[src/rtl/i2c_cmd_pkg.sv]
package i2c_cmd_pkg;

    localparam int CNT_W = 4;

    typedef enum logic [2:0] {
        ST_IDLE,
        ST_RX,
        ST_ACK,
        ST_WAIT,
        ST_LOAD,
        ST_TX,
        ST_MACK
    } state_t;

    typedef enum logic [2:0] {
        PH_SADDR,
        PH_CMD,
        PH_AHI,
        PH_ALO,
        PH_DATA
    } phase_t;

    typedef struct packed {
        logic start;
        logic stop;
        logic scl_rise;
        logic scl_fall;
        logic sda;
    } bus_ev_t;

    typedef struct packed {
        logic             is_read;
        logic [CNT_W-1:0] count;
    } cmd_info_t;

    function automatic cmd_info_t decode_cmd(input logic [7:0] c);
        cmd_info_t r;
        r.is_read = c[7];
        r.count   = {1'b0, c[2:0]} + CNT_W'(1);
        return r;
    endfunction

endpackage

[src/rtl/i2c_cmd_sync.sv]
module i2c_cmd_sync
    import i2c_cmd_pkg::*;
#(
    parameter int STAGES = 2
) (
    input  logic    clk,
    input  logic    rst,
    input  logic    scl_i,
    input  logic    sda_i,
    output bus_ev_t ev_o
);
    logic [STAGES-1:0] scl_q, sda_q;
    logic              scl_p, sda_p;
    logic              scl_s, sda_s;

    assign scl_s = scl_q[STAGES-1];
    assign sda_s = sda_q[STAGES-1];

    always_ff @(posedge clk) begin
        if (rst) begin
            scl_q <= '1;
            sda_q <= '1;
            scl_p <= 1'b1;
            sda_p <= 1'b1;
        end else begin
            scl_q <= {scl_q[STAGES-2:0], scl_i};
            sda_q <= {sda_q[STAGES-2:0], sda_i};
            scl_p <= scl_s;
            sda_p <= sda_s;
        end
    end

    always_comb begin
        ev_o.start    = scl_s & scl_p & sda_p & ~sda_s;
        ev_o.stop     = scl_s & scl_p & ~sda_p & sda_s;
        ev_o.scl_rise = scl_s & ~scl_p;
        ev_o.scl_fall = ~scl_s & scl_p;
        ev_o.sda      = sda_s;
    end
endmodule

[src/rtl/i2c_cmd_decode.sv]
module i2c_cmd_decode
    import i2c_cmd_pkg::*;
(
    input  logic [7:0] cmd_i,
    output cmd_info_t  info_o
);
    assign info_o = decode_cmd(cmd_i);
endmodule

[src/rtl/i2c_cmd_engine.sv]
module i2c_cmd_engine
    import i2c_cmd_pkg::*;
#(
    parameter logic [6:0] DEV_ADDR = 7'h2C,
    parameter logic [7:0] PAD_BYTE = 8'h00
) (
    input  logic        clk,
    input  logic        rst,
    input  bus_ev_t     ev_i,
    input  cmd_info_t   info_i,
    input  logic [7:0]  rd_data_i,
    output logic        sda_oe_o,
    output logic [7:0]  cmd_o,
    output logic [15:0] addr_o,
    output logic        wr_stb_o,
    output logic [7:0]  wr_data_o,
    output logic        rd_req_o
);
    state_t           st, after_st;
    phase_t           ph;
    logic [7:0]       sh;
    logic [2:0]       bcnt;
    logic             byte_rdy;
    logic             pend;
    logic             mack;
    logic [CNT_W-1:0] left;
    logic [7:0]       tx_byte;

    assign tx_byte = (left != '0) ? rd_data_i : PAD_BYTE;

    always_ff @(posedge clk) begin
        if (rst) begin
            st        <= ST_IDLE;
            after_st  <= ST_IDLE;
            ph        <= PH_SADDR;
            sh        <= '0;
            bcnt      <= '0;
            byte_rdy  <= 1'b0;
            pend      <= 1'b0;
            mack      <= 1'b0;
            left      <= '0;
            sda_oe_o  <= 1'b0;
            cmd_o     <= '0;
            addr_o    <= '0;
            wr_stb_o  <= 1'b0;
            wr_data_o <= '0;
            rd_req_o  <= 1'b0;
        end else begin
            wr_stb_o <= 1'b0;
            rd_req_o <= 1'b0;
            if (wr_stb_o || rd_req_o)
                addr_o <= addr_o + 16'd1;

            if (ev_i.stop) begin
                st       <= ST_IDLE;
                sda_oe_o <= 1'b0;
                pend     <= 1'b0;
            end else if (ev_i.start) begin
                if (st != ST_WAIT)
                    pend <= 1'b0;
                st       <= ST_RX;
                ph       <= PH_SADDR;
                bcnt     <= '0;
                byte_rdy <= 1'b0;
                sda_oe_o <= 1'b0;
            end else begin
                unique case (st)
                    ST_RX: begin
                        if (ev_i.scl_rise && !byte_rdy) begin
                            sh   <= {sh[6:0], ev_i.sda};
                            bcnt <= bcnt + 3'd1;
                            if (bcnt == 3'd7)
                                byte_rdy <= 1'b1;
                        end else if (ev_i.scl_fall && byte_rdy) begin
                            byte_rdy <= 1'b0;
                            st       <= ST_ACK;
                            sda_oe_o <= 1'b1;
                            after_st <= ST_RX;
                            unique case (ph)
                                PH_SADDR: begin
                                    if (sh[7:1] != DEV_ADDR) begin
                                        st       <= ST_IDLE;
                                        sda_oe_o <= 1'b0;
                                    end else if (sh[0]) begin
                                        if (pend) begin
                                            after_st <= ST_LOAD;
                                            pend     <= 1'b0;
                                        end else begin
                                            st       <= ST_IDLE;
                                            sda_oe_o <= 1'b0;
                                        end
                                    end else begin
                                        pend <= 1'b0;
                                        ph   <= PH_CMD;
                                    end
                                end
                                PH_CMD: begin
                                    cmd_o <= sh;
                                    ph    <= PH_AHI;
                                end
                                PH_AHI: begin
                                    addr_o[15:8] <= sh;
                                    ph           <= PH_ALO;
                                end
                                PH_ALO: begin
                                    addr_o[7:0] <= sh;
                                    left        <= info_i.count;
                                    if (info_i.is_read) begin
                                        pend     <= 1'b1;
                                        after_st <= ST_WAIT;
                                    end else begin
                                        ph <= PH_DATA;
                                    end
                                end
                                default: begin
                                    if (left != '0) begin
                                        wr_stb_o  <= 1'b1;
                                        wr_data_o <= sh;
                                        left      <= left - CNT_W'(1);
                                    end else begin
                                        st       <= ST_IDLE;
                                        sda_oe_o <= 1'b0;
                                    end
                                end
                            endcase
                        end
                    end
                    ST_ACK: begin
                        if (ev_i.scl_fall) begin
                            sda_oe_o <= 1'b0;
                            bcnt     <= '0;
                            st       <= after_st;
                            if (after_st == ST_LOAD)
                                rd_req_o <= (left != '0);
                        end
                    end
                    ST_LOAD: begin
                        sh       <= tx_byte;
                        sda_oe_o <= ~tx_byte[7];
                        bcnt     <= '0;
                        if (left != '0)
                            left <= left - CNT_W'(1);
                        st <= ST_TX;
                    end
                    ST_TX: begin
                        if (ev_i.scl_fall) begin
                            if (bcnt == 3'd7) begin
                                sda_oe_o <= 1'b0;
                                mack     <= 1'b0;
                                st       <= ST_MACK;
                            end else begin
                                sh       <= {sh[6:0], 1'b0};
                                sda_oe_o <= ~sh[6];
                                bcnt     <= bcnt + 3'd1;
                            end
                        end
                    end
                    ST_MACK: begin
                        if (ev_i.scl_rise) begin
                            mack <= ~ev_i.sda;
                        end else if (ev_i.scl_fall) begin
                            if (mack) begin
                                st       <= ST_LOAD;
                                rd_req_o <= (left != '0);
                            end else begin
                                st <= ST_IDLE;
                            end
                        end
                    end
                    default: ;
                endcase
            end
        end
    end
endmodule

[src/rtl/i2c_cmd_target.sv]
module i2c_cmd_target
    import i2c_cmd_pkg::*;
#(
    parameter logic [6:0] DEV_ADDR    = 7'h2C,
    parameter int         SYNC_STAGES = 2,
    parameter logic [7:0] PAD_BYTE    = 8'h00
) (
    input  logic        clk,
    input  logic        rst,
    input  logic        scl_i,
    input  logic        sda_i,
    output logic        sda_oe_o,
    output logic [7:0]  cmd_o,
    output logic [15:0] addr_o,
    output logic        wr_stb_o,
    output logic [7:0]  wr_data_o,
    output logic        rd_req_o,
    input  logic [7:0]  rd_data_i
);
    bus_ev_t   ev;
    cmd_info_t info;

    i2c_cmd_sync #(.STAGES(SYNC_STAGES)) u_sync (
        .clk   (clk),
        .rst   (rst),
        .scl_i (scl_i),
        .sda_i (sda_i),
        .ev_o  (ev)
    );

    i2c_cmd_decode u_dec (
        .cmd_i  (cmd_o),
        .info_o (info)
    );

    i2c_cmd_engine #(.DEV_ADDR(DEV_ADDR), .PAD_BYTE(PAD_BYTE)) u_eng (
        .clk       (clk),
        .rst       (rst),
        .ev_i      (ev),
        .info_i    (info),
        .rd_data_i (rd_data_i),
        .sda_oe_o  (sda_oe_o),
        .cmd_o     (cmd_o),
        .addr_o    (addr_o),
        .wr_stb_o  (wr_stb_o),
        .wr_data_o (wr_data_o),
        .rd_req_o  (rd_req_o)
    );
endmodule

[config.mk]
export PLATFORM = sky130hd
export DESIGN_NAME = i2c_cmd_target
export DESIGN_NICKNAME = d
export VERILOG_FILES = /design/src/rtl/i2c_cmd_pkg.sv /design/src/rtl/i2c_cmd_sync.sv /design/src/rtl/i2c_cmd_decode.sv /design/src/rtl/i2c_cmd_engine.sv /design/src/rtl/i2c_cmd_target.sv
export SDC_FILE = /design/constraint.sdc
export NUM_CORES = 1
export LEC_CHECK = 0
export BUFFER_PORTS_ARGS = -buffer_cell sky130_fd_sc_hd__buf_2
export CAP_MARGIN = 20
export CORE_ASPECT_RATIO = 1.5
export CORE_MARGIN = 10
export CORE_UTILIZATION = 52
export DETAILED_ROUTE_END_ITERATION = 8
export PLACE_DENSITY = 0.76
export SKIP_LAST_GASP = 1
export SYNTH_ARGS = -nofsm -noshare
export SYNTH_HDL_FRONTEND = slang
export SYNTH_HIERARCHICAL = 1
export SYNTH_SLANG_ARGS = --single-unit
[constraint.sdc]
create_clock -name clk -period 1.85 [get_ports clk]
set_input_delay 0.185 -clock clk [delete_from_list [all_inputs] [get_ports clk]]
set_output_delay 0.185 -clock clk [all_outputs]
set_load 0.02 [all_outputs]
==> PnR_summary.wiki <==
{| class="wikitable"
! Metric !! Value
|-
| Shortest period the worst path allows || 1.777 ns
|-
| Fraction of layout instances using a drive strength above 1 || 28.94%
|-
| Cell with the most instances after synthesis || dfxtp_1
|-
| Ports || 47
|-
| Largest cells by area after synthesis || dfxtp_1, nor2_1, mux2i_1, a211oi_1, nand2_1
|-
| Starting density of the core || 53.05%
|-
| Synthesis-stage register bit count || 68
|-
| Library cell with the largest summed area after synthesis || dfxtp_1
|-
| Floorplan core area || 0.006852 sq mm
|-
| Leakage || 0.001872 uW
|-
| Maximum fanout encountered on the critical timing path || 9
|-
| CTS buffer count || 9
|-
| Maximum number of pins on one net before global-route repair || 41
|-
| Row Count || 37
|-
| Number of distinct standard cells referenced by the synthesized netlist || 69
|-
| Cells traversed along the worst timing path || buf_4, nand3b_1, nor3_4, o2111ai_2, or3_1, a211oi_2
|-
| Vias in the first global route || 3,380
|-
| Number of vias per cell after detailed routing || 5.979
|-
| CTS Root Buffer Type || clkbuf_8
|-
| CTS tree || built
|-
| Yosys Warn Count || 6
|-
| Master of the slowest instance on the critical path || dfxtp_1
|-
| DRC Markers || 0
|-
| Antenna violations before repair || 0
|-
| Max-slew violation count || 0
|-
| Buffers & Inverters on Critical Path || 1
|-
| Number of hold-slack violations in the final timing report || 0
|-
| Top post-synthesis cells by count || dfxtp_1, nor2_1, nand2_1
|-
| Power per cell area || 645.2 mW/mm^2
|-
| WS Path Type || reg -> reg
|-
| Number of levels in the clock H-tree || 3
|-
| Initial DRC count || 211
|-
| First-pass iteration count of the detailed router || 5
|-
| Final core occ || 65.56%
|-
| Worst min-delay path class || in -> reg
|-
| Register clock-pin slew on the reported worst setup and hold paths || 0.08 ns
|-
| Area share of the largest cell type after synthesis || 37.45%
|-
| Type of destination of the critical path || flip-flop
|-
| Largest delay contributor family on the critical path || simple AND/OR/NAND/NOR gates
|-
| Actual slew at the worst max-slew pin || 0.5232 ns
|-
| Weighted congestion reported at the end of routability-driven placement || 0.9860
|-
| Critical Path AT || 2.05 ns
|-
| Crit share post-route || 96.03%
|-
| Port-buffer cells || 46
|-
| Post-route setup TNS || 0 ns
|-
| Number of endpoints failing setup at the final stage || 0
|-
| First-pass GRT wire length || 16,180 microns
|-
| Die extent in y || 122.4 microns
|-
| Ys async rst share || 0%
|-
| Post-Synthesis Mean Instance Area || 8.552 sq um
|-
| Fmax || 562.9 MHz
|-
| Detail Route Antenna Nets || 0
|-
| Sort of element at the start of the critical path || flip-flop
|-
| Total half-perimeter wirelength after legalization and detailed placement || 7447 microns
|-
| Max transition margin || 64.96%
|-
| Vias after detailed routing || 3,462
|-
| Number of enable flip-flop cells after synthesis || 0
|-
| Worst Skew || 0.01366 ns
|-
| Max-cap violations || 0
|-
| Die Outline Area || 0.01080 sq mm
|-
| Avg WL per Cell || 17.78 microns
|-
| Most instantiated flip-flop cell in the synthesis netlist || dfxtp_1
|-
| Maximum count of clock buffers along a single path || 2
|-
| Crit-path max cell delay || 0.36 ns
|-
| # clock sinks || 68
|-
| Mapped Cells || 425
|-
| Floorplan die width || 88.27 microns
|-
| Status || finished clean
|-
| Net count reported at finish || 513
|-
| Gr ovfl total || 0
|-
| Maximum VDD drop || 0.4494 mV
|-
| Growth of design area from synthesis to finish || 23.58%
|-
| Mapped Area || 0.003635 sq mm
|-
| Number of antenna diodes || 0
|-
| Later-pin clock latency in the skew report || 0.36 ns
|-
| Final Routed Wirelength || 10,290 microns
|-
| Syn_nets || 442
|-
| Total GRT Usage || 18.96%
|-
| Register area share after synthesis || 37.45%
|-
| Critical Path RT || 2.12 ns
|}
[per-stage QoR]
step           worst slack, ns  instance area, sq um  power [uW]  instances  hold slack, ns
6_report               0.07336                  4492        2898        579          0.2127
5_1_grt               -0.02529                  4492        3004        579          0.2092
4_1_cts                0.01072                  4322        2920        574          0.1913
3_5_place_dp           0.03753                  4090        1629        556          0.3686
3_3_place_gp           0.06958                  4090        1626        556          0.3637
2_1_floorplan          0.02990                  3635        1584        425          0.2821
[layout by cell type (no fill, tap or decap), types with 3 or more instances in the layout]
| cell type | synthesis | routed |
|---|---|---|
| nor2_2 | 0 | 3 |
| nor3_1 | 11 | 10 |
| clkbuf_8 | 1 | 11 |
| buf_4 | 6 | 34 |
| or3_1 | 5 | 5 |
| mux2i_1 | 22 | 22 |
| a21oi_1 | 19 | 18 |
| nand2_1 | 31 | 29 |
| nand2b_1 | 7 | 6 |
| xnor2_1 | 11 | 11 |
| ha_1 | 5 | 4 |
| nand2_2 | 2 | 3 |
| dfxtp_2 | 0 | 6 |
| a21o_1 | 4 | 4 |
| buf_12 | 0 | 3 |
| nor2b_1 | 9 | 7 |
| xor2_1 | 5 | 5 |
| o21ai_0 | 5 | 5 |
| nor2_1 | 67 | 64 |
| or2_1 | 6 | 6 |
| nand4_1 | 4 | 4 |
| a211oi_1 | 25 | 23 |
| dfxtp_1 | 68 | 62 |
| a211oi_2 | 2 | 4 |
| nor4_1 | 4 | 4 |
| a22oi_1 | 7 | 7 |
| a31oi_1 | 5 | 4 |
| and3_1 | 5 | 4 |
| nand3_1 | 11 | 11 |
| inv_1 | 11 | 11 |
| buf_2 | 10 | 46 |
[state kept, by name, summed over array words and instances, names as in the netlist, 2 cells and up]
signal,count
u_eng/addr_o,16
u_eng/after_st,3
u_eng/bcnt,3
u_eng/cmd_o,8
u_eng/left,4
u_eng/ph,3
u_eng/sh,8
u_eng/st,3
u_eng/wr_data_o,8
u_sync/scl_q,2
u_sync/sda_q,2
[metal layers]
metal  vias to the layer above  wire (microns)  track usage, %
li1                       1663               -               -
met2                       113            5299           33.15
met1                      1650            3856           19.81
met3                        36             623           5.040
met4                         0             514           10.95
met5                         -               0               0
[layout make-up]
class / count / area (sq um)
Clock inverter: 5 / 60.06
Multi-Input combinational cell: 318 / 2160
Inverter: 11 / 41.29
Tap cell: 78 / 97.59
Clock buffer: 11 / 151.4
Sequential cell: 68 / 1369
Fill cell: 571 / 2360
Timing Repair Buffer: 88 / 613.1
[path summary, 6_finish.rpt]
| check | from | endpoint | slack [ns] | depth (start not counted) |
|---|---|---|---|---|
| setup / recovery | u_eng/st[1]$_SDFFE_PP0P_ | u_eng/pend$_SDFFE_PP0P_ | 0.07 | 6 |
| hold / removal | rd_data_i[2] | u_eng/sh[2]$_SDFFE_PP0P_ | 0.21 | 3 |
| setup reg to reg | u_eng/st[1]$_SDFFE_PP0P_ | u_eng/pend$_SDFFE_PP0P_ | 0.07 | 6 |
| hold reg to reg | u_sync/scl_q[0]$_SDFF_PP1_ | u_sync/scl_q[1]$_SDFF_PP1_ | 0.40 | 1 |
[tightest hold or removal path, delay by kind of cell]
family	cells	cell delay, ns
AOI/OAI and AO/OA	2	0.24
buffers and inverters	1	0.10
[what timing repair did]
| action | 4_1_cts | 5_1_grt |
|---|---|---|
| setup buffers | 0 | 4 |
| setup endpoints to repair | 0 | 52 |
| endpoints found under the hold margin | 2 | 0 |
| hold buffers | 2 | 0 |
| gates resized for setup | 0 | 32 |
[power by group]
group	total (uW)	switching [uW]	internal (uW)
clock	1280	584	697
sequential	1480	7.17	1470
combinational	138	79.5	58.1
[cells by family (layout without fill, tap and decap cells)]
| family | Yosys count | count (layout) | synth area share (%) |
|---|---|---|---|
| AO/OA/AOI/OAI | 90 | 90 | 18.07 |
| XOR/XNOR | 16 | 16 | 3.855 |
| adder cells (fa/ha/maj) | 5 | 5 | 1.721 |
| buffers and inverters | 39 | 115 | 5.886 |
| flip-flops | 68 | 68 | 37.45 |
| multiplexers | 22 | 22 | 6.058 |
| AND/OR/NAND/NOR | 185 | 185 | 26.95 |
(Power assumes the default switching activity.)
